[src/rtl/aswc_pkg.sv]
package aswc_pkg;
  localparam int SW_NUM = 4;
  localparam int IDX_STA = 0;
  localparam int IDX_STB = 1;
  localparam int IDX_DT1 = 2;
  localparam int IDX_DT2 = 3;
  localparam int REG_W   = 8;

  // field order is the register bit order [7:2]
  typedef struct packed {
    logic sta;
    logic stb;
    logic dt1_mode;
    logic dt1_ctl;
    logic dt2_mode;
    logic dt2_ctl;
  } swreg_t;
endpackage

[src/rtl/aswc_reg.sv]
module aswc_reg
  import aswc_pkg::*;
(
  input  logic             clk_i,
  input  logic             rst_ni,
  input  logic             wr_en_i,
  input  logic [REG_W-1:0] wr_data_i,
  output swreg_t           q_o
);
  always_ff @(posedge clk_i or negedge rst_ni) begin
    if (!rst_ni)      q_o <= '0;
    else if (wr_en_i) q_o <= swreg_t'(wr_data_i[REG_W-1:2]);
  end
endmodule

[src/rtl/aswc_src.sv]
module aswc_src #(
  parameter int NPIN = 4
) (
  input  logic            bit_i,
  input  logic [NPIN-1:0] pin_i,
  input  logic [NPIN-1:0] pin_act_hi_i,
  input  logic [NPIN-1:0] pin_sel_i,
  input  logic            pwm_i,
  input  logic            pwm_sel_i,
  input  logic            pwm_pol_i,
  output logic            eff_o
);
  logic [NPIN-1:0] pin_asserted;
  logic            pwm_asserted;

  assign pin_asserted = ~(pin_i ^ pin_act_hi_i) & pin_sel_i;
  assign pwm_asserted = pwm_sel_i & ~(pwm_i ^ pwm_pol_i);
  assign eff_o        = bit_i | (|pin_asserted) | pwm_asserted;
endmodule

[src/rtl/aswc_dt.sv]
module aswc_dt (
  input  logic mode_i,
  input  logic eff_i,
  output logic no_close_o,
  output logic nc_close_o
);
  assign no_close_o = eff_i;
  assign nc_close_o = mode_i ? ~eff_i : eff_i;
endmodule

[src/rtl/aswc_top.sv]
module aswc_top
  import aswc_pkg::*;
#(
  parameter int NPIN = 4
) (
  input  logic             clk_i,
  input  logic             rst_ni,
  input  logic             wr_en_i,
  input  logic [REG_W-1:0] wr_data_i,
  output logic [REG_W-1:0] rd_data_o,
  input  logic [NPIN-1:0]  pin_i,
  input  logic [NPIN-1:0]  pin_act_hi_i,
  input  logic [NPIN-1:0]  pin_to_sta_i,
  input  logic [NPIN-1:0]  pin_to_stb_i,
  input  logic [NPIN-1:0]  pin_to_dt1_i,
  input  logic [NPIN-1:0]  pin_to_dt2_i,
  input  logic             pwm_i,
  input  logic [SW_NUM-1:0] pwm_sel_i,
  input  logic [SW_NUM-1:0] pwm_pol_i,
  output logic             sta_close_o,
  output logic             stb_close_o,
  output logic             dt1_no_close_o,
  output logic             dt1_nc_close_o,
  output logic             dt2_no_close_o,
  output logic             dt2_nc_close_o
);
  swreg_t            ctl_q;
  logic [NPIN-1:0]   sel   [SW_NUM];
  logic [SW_NUM-1:0] bits;
  logic [SW_NUM-1:0] eff;
  logic [1:0]        dt_mode;
  logic [1:0]        dt_no;
  logic [1:0]        dt_nc;

  aswc_reg u_reg (
    .clk_i    (clk_i),
    .rst_ni   (rst_ni),
    .wr_en_i  (wr_en_i),
    .wr_data_i(wr_data_i),
    .q_o      (ctl_q)
  );

  assign rd_data_o = {ctl_q, 2'b00};

  assign sel[IDX_STA] = pin_to_sta_i;
  assign sel[IDX_STB] = pin_to_stb_i;
  assign sel[IDX_DT1] = pin_to_dt1_i;
  assign sel[IDX_DT2] = pin_to_dt2_i;

  assign bits[IDX_STA] = ctl_q.sta;
  assign bits[IDX_STB] = ctl_q.stb;
  assign bits[IDX_DT1] = ctl_q.dt1_ctl;
  assign bits[IDX_DT2] = ctl_q.dt2_ctl;
  assign dt_mode       = {ctl_q.dt2_mode, ctl_q.dt1_mode};

  for (genvar g = 0; g < SW_NUM; g++) begin : g_src
    aswc_src #(.NPIN(NPIN)) u_src (
      .bit_i       (bits[g]),
      .pin_i       (pin_i),
      .pin_act_hi_i(pin_act_hi_i),
      .pin_sel_i   (sel[g]),
      .pwm_i       (pwm_i),
      .pwm_sel_i   (pwm_sel_i[g]),
      .pwm_pol_i   (pwm_pol_i[g]),
      .eff_o       (eff[g])
    );
  end

  for (genvar d = 0; d < 2; d++) begin : g_dt
    aswc_dt u_dt (
      .mode_i    (dt_mode[d]),
      .eff_i     (eff[IDX_DT1+d]),
      .no_close_o(dt_no[d]),
      .nc_close_o(dt_nc[d])
    );
  end

  assign sta_close_o    = eff[IDX_STA];
  assign stb_close_o    = eff[IDX_STB];
  assign dt1_no_close_o = dt_no[0];
  assign dt1_nc_close_o = dt_nc[0];
  assign dt2_no_close_o = dt_no[1];
  assign dt2_nc_close_o = dt_nc[1];

  assert_wr_capture_R2: assert property (@(posedge clk_i) disable iff (!rst_ni)
    wr_en_i |=> rd_data_o == {$past(wr_data_i[REG_W-1:2]), 2'b00});
  assert_hold_R3: assert property (@(posedge clk_i) disable iff (!rst_ni)
    !wr_en_i |=> $stable(rd_data_o));
  assert_bit_closes_R4: assert property (@(posedge clk_i) disable iff (!rst_ni)
    (rd_data_o[7] |-> sta_close_o) and (rd_data_o[6] |-> stb_close_o));
  assert_unassigned_open_R6: assert property (@(posedge clk_i) disable iff (!rst_ni)
    (!rd_data_o[7] && pin_to_sta_i == '0 && !pwm_sel_i[IDX_STA]) |-> !sta_close_o);
  assert_together_R8: assert property (@(posedge clk_i) disable iff (!rst_ni)
    !rd_data_o[5] |-> (dt1_no_close_o == dt1_nc_close_o));
  assert_toggle_R9: assert property (@(posedge clk_i) disable iff (!rst_ni)
    rd_data_o[5] |-> (dt1_no_close_o != dt1_nc_close_o));
  assert_dt2_mode_R10: assert property (@(posedge clk_i) disable iff (!rst_ni)
    rd_data_o[3] |-> (dt2_no_close_o != dt2_nc_close_o));
endmodule

[config.mk]
export PLATFORM = sky130hd
export DESIGN_NAME = aswc_top
export DESIGN_NICKNAME = d
export VERILOG_FILES = /design/src/rtl/aswc_pkg.sv /design/src/rtl/aswc_reg.sv /design/src/rtl/aswc_src.sv /design/src/rtl/aswc_dt.sv /design/src/rtl/aswc_top.sv
export SDC_FILE = /design/constraint.sdc
export NUM_CORES = 1
export LEC_CHECK = 0
export ABC_AREA = 1
export BUFFER_PORTS_ARGS = -buffer_cell sky130_fd_sc_hd__buf_2
export CORE_MARGIN = 2
export CORE_UTILIZATION = 38
export CTS_CLUSTER_DIAMETER = 100
export DETAILED_ROUTE_END_ITERATION = 6
export PLACE_DENSITY_LB_ADDON = 0.12
export SLEW_MARGIN = 20
export SYNTH_ARGS = -nofsm -noshare
export SYNTH_HDL_FRONTEND = slang
export SYNTH_SLANG_ARGS = --single-unit
[constraint.sdc]
create_clock -name clk_i -period 1.2 [get_ports clk_i]
set_input_delay 0.18 -clock clk_i [delete_from_list [all_inputs] [get_ports clk_i]]
set_output_delay 0.18 -clock clk_i [all_outputs]
set_load 0.02 [all_outputs]
; ---- Word-level counts from Yosys, hierarchy flattened
; Cells that the tools add are included.
[totals]
regBits = 6
output_inout_bits = 14
[classes]
reduce_logical = 4
bitwise = 28
n_mux = 2
[ops]
columns = op, count
row1 = $and A4 B4 Y4, 4
row2 = $reduce_or A4 Y1, 4
row3 = $or A1 B1 Y1, 8
row4 = $not A1 Y1, 6
row5 = $and A1 B1 Y1, 4
row6 = $not A4 Y4, 1
row7 = $xor A1 B1 Y1, 4
row8 = $xor A4 B4 Y4, 1
row9 = $mux W1, 2

; ---- Logic depth before layout (Yosys ltp)
[logic_depth]
ltp_word = 8
ltp_mapped = 8
depth_no_buf = 8

; ---- By module
; Synthesis repeated with hierarchy kept, for this count alone.
[unflattened]
hier_cells = 164
hier_area_um2 = 783.3
[modules_own_cells]
columns = module, n_inst, area_each_um2, cells_per_inst, seq_area_each_um2
row1 = aswc_src, 4, 122.6, 31, 0.0
row2 = aswc_reg, 1, 221.5, 25, 150.1
row3 = aswc_dt, 2, 26.3, 6, 0.0
row4 = aswc_top, 1, 18.8, 3, 0.0

; ---- Worst setup path after synthesis
; No wires, ideal clock.
[synth_path]
kind = register to output
startpoint = reg u_reg.q_o[2] (netlist bit)
endpoint = out dt1_nc_close_o
path_stages_with_launch = 7
n_path_buf = 0
path_slack_ps = 137
t_arrival_ps = 883
required_time_ps = 1020
path_cell_list = dfrtp_1 inv_2 nand2_2 nor2_4 nand2_2 nand2_1 nand2_1
[synth_via]
elab_chain_cells = 4
[synth_rtl]
columns = element, line_no
row1 = "start, declared", aswc_reg.sv:8  ; output swreg_t q_o
row2 = "start signal, assigned", aswc_reg.sv:12  ; else if (wr_en_i) q_o <= swreg_t'(wr_data_i[REG_W-1:2]);
row3 = $or A1 B1 Y1 (*) (2 in a row), aswc_src.sv:18  ; assign eff_o = bit_i | (|pin_asserted) | pwm_asserted;
row4 = named net dt1_no_close_o, aswc_top.sv:22  ; output logic dt1_no_close_o,
row5 = $not A1 Y1, aswc_dt.sv:8  ; assign nc_close_o = mode_i ? ~eff_i : eff_i;
row6 = $mux W1 (*), aswc_dt.sv:8
row7 = "end, declared", aswc_top.sv:23  ; output logic dt1_nc_close_o,
; Mark *: on every way through the listed nets, which the timed path passes. The rest lies on a longest branch.

; ---- Worst setup path in the final report
[layout_path]
startpoint = reg u_reg.q_o[0] (netlist bit)
endpoint = out dt2_nc_close_o
[layout_via]
elab_chain_cells = 4
[layout_rtl]
columns = element, line_no
row1 = $or A1 B1 Y1 (*) (2 in a row), aswc_src.sv:18
row2 = $not A1 Y1, aswc_dt.sv:8
row3 = $mux W1 (*), aswc_dt.sv:8
row4 = "end, declared", aswc_top.sv:25  ; output logic dt2_nc_close_o
; Every way passes the cells marked *; elsewhere a longest branch is shown, timed or not.

==> metrics.csv <==
metric,value,unit
post-layout instance area,978,um2
CP Capture Type,primary output,
routability cong.,0.636,
area added between synthesis and finish,51.0,%
DP Area,873,um2
DIE HEIGHT,45.3,um
# diodes,0,
"Seq/Total Area, Yosys",23.2,%
initial antenna violation count,0,
clock share of power,23.3,%
CTS tree,done,
post-route DRC violation count,0,
worst flop-to-flop path startpoint,u_reg.q_o[0],
outcome,"finished, violations left",
Mapped Avg Cell Area,5.89,um2
Setup WS post-layout,-0.119,ns
DP HPWL,1330,um
Worst IR Drop VDD,608,uV
CP Data Arrival Time,1.14,ns
failing checks,negative setup slack,
layout cell share with drive strength beyond 1,48.2,%
min-delay worst type,input pin to flip-flop,
Ys Warns,0,
dpl ws,0.0132,ns
hold endpoint,u_reg.q_o[3],
hold depth,3,
DIE AREA,2050,um2
I/O pins,58,
fin crit share,110,%
first-pass GRT wire length,2590,um
critical path peak fanout,2,
routed vias,788,
largest net degree at the start of global routing,13,
worst r2r path cells,3,
initial core utilization,41.6,%
CTS Sinks,6,
FF/Latch Area,150,um2
Reg with most FFs,u_reg.q_o,
Die X,45.3,um
Max-Cap Viols,0,
Final nets,210,
CTS buffer count,3,
unrepaired setup endpoints after global routing,true,
hold path start,wr_data_i[5],
Post-Synthesis Cells,110,
Detail Route Antenna Nets,0,
All-Layer GR Usage,17.4,%
# rows,14,
combinational power share,46.8,%
CP startpoint kind,flip-flop,
"Reg clk slew, reported paths",0.04,ns
area of the multi-input gates,359,um2
sw frac,35.4,%
DRT iter0 DRCs,9,
DRT Wirelength,1530,um
Max Transition Viols Final,0,
number of synthesized register bits,6,
FMAX,758,MHz
Critical Path RT,1.02,ns
Reg2Reg Setup Slack,0.47,ns
total grt overflow,0,
Fillers,170,
worst r2r dst,u_reg.q_o[0],
Lkg Pwr,0.000613,uW
Root Driver,clkbuf_4,
total core area,1560,um2
IO Port Bufs,53,
synth unique cells,16,
post-DR wirelength/cell,8.51,um
synthesized cell area,648,um2
flip-flop count of the largest register after layout,6,
Worst-Skew Late Latency,0.24,ns
P_int,504,uW
vias in the first global route,730,
pwr dens,797,nW/um2
Flop pwr share,29.9,%
"Hold Vio Cnt, Final",0,
Worst Skew,0,ns
CTS max path bufs,2,
Setup CP Type,flip-flop to primary output,
net switching power,276,uW
crit path time final,1.32,ns
Detailed Routing Iterations Pass 1,4,
via/cell ratio,4.38,
Max H-tree Level,1,
largest registers,u_reg.q_o x6,
Finish-stage setup viols,6,
## synth_stat cells, drive strengths merged
cell	instances	share of area, %
nand2	41	26
inv	22	13
nand3	10	9.3
o21ai	10	7.7
buf	8	9.3
dfrtp	6	23
a21oi	4	3.1
nor2	4	4.6
and2	3	2.9
clkbuf	1	0.58
conb	1	0.58
## stage by stage
stage | cells | hold slack (ns) | TNS (ns) | util [%] | power (uW)
floorplan | 111 | -0.116 | 0 | - | 454
global placement | 171 | 0.00798 | 0 | 56.0 | 547
detailed placement | 171 | 0.00716 | 0 | 56.0 | 554
CTS | 179 | 0.137 | -0.374 | 61.9 | 788
global route | 180 | 0.145 | -0.834 | 62.8 | 859
finish | 180 | 0.145 | -0.296 | 62.8 | 780
## power by group through the flow
| stage | logic [uW] | clock network, uW | registers, uW |
|---|---|---|---|
| floorplan | 221 | 0 | 234 |
| global placement | 312 | 0 | 234 |
| detailed placement | 319 | 0 | 235 |
| CTS | 362 | 193 | 233 |
| global route | 408 | 216 | 235 |
| finish | 365 | 182 | 233 |
## worst max path at each step
stage	start	endpoint	slack, ns	cells after the start
4_1_cts	u_reg.q_o[0]	dt2_nc_close_o	-0.12	7
6_report	u_reg.q_o[0]	dt2_nc_close_o	-0.12	7
2_1_floorplan	u_reg.q_o[2]	dt1_nc_close_o	0.14	6
5_1_grt	u_reg.q_o[2]	dt1_nc_close_o	-0.20	7
3_3_place_gp	pin_i[3]	stb_close_o	0.04	9
3_5_place_dp	pin_i[3]	sta_close_o	0.01	9
## logic make-up after synthesis
| kind of cell | after synthesis | synth area share (%) |
|---|---|---|
| AOI/OAI and AO/OA | 14 | 10.8 |
| and+or+nand+nor | 58 | 42.9 |
| other | 1 | 0.579 |
| buffers and inverters | 31 | 22.6 |
| DFF | 6 | 23.2 |
## cell usage in the layout (no fill, tap or decap)
| cell type | instances |
|---|---|
| a21oi_1 | 4 |
| and2_1 | 3 |
| buf_2 | 48 |
| buf_4 | 5 |
| buf_6 | 5 |
| clkbuf_4 | 3 |
| conb_1 | 2 |
| dfrtp_1 | 6 |
| dlygate4sd3_1 | 1 |
| inv_1 | 15 |
| inv_2 | 7 |
| nand2_1 | 35 |
| nand2_2 | 6 |
| nand3_1 | 8 |
| nand3_2 | 2 |
| nor2_1 | 2 |
| nor2_4 | 2 |
| o21ai_0 | 6 |
| o21ai_1 | 3 |
| o21ai_2 | 1 |
## timing repair
action                                  CTS  global route
hold endpoints to repair                  6             0
endpoints found under the setup margin    6             6
hold buffers                              1             0
pin swaps                                 7             0
cloned                                    0             0
gates resized for setup                  11             2
setup buffers                             4             1
## routing by layer
layer | global-route usage [%] | vias up | part of all wire [%]
met4 | 10.6 | 0 | 2.0
met3 | 2.80 | 4 | 7.3
met2 | 32.9 | 33 | 51
li1 | - | 431 | -
met5 | 0 | - | 0
met1 | 17.4 | 320 | 40
## critical path: stages (launching register included)
cell and delay, ns:
dfrtp_1 0.38, inv_2 0.07, nand2_2 0.06, nor2_4 0.08, nand2_2 0.06, nand2_1 0.05
nand2_1 0.06, buf_6 0.13
## area by class of cell
| class | count | area share [%] |
|---|---|---|
| multi-input cells | 74 | 36.7 |
| repair buffers | 59 | 35.2 |
| flip-flops and latches | 6 | 15.3 |
| inverters | 22 | 8.44 |
| clock buffers | 3 | 2.30 |
| well taps | 16 | 2.05 |
(Power assumes the default switching activity.)
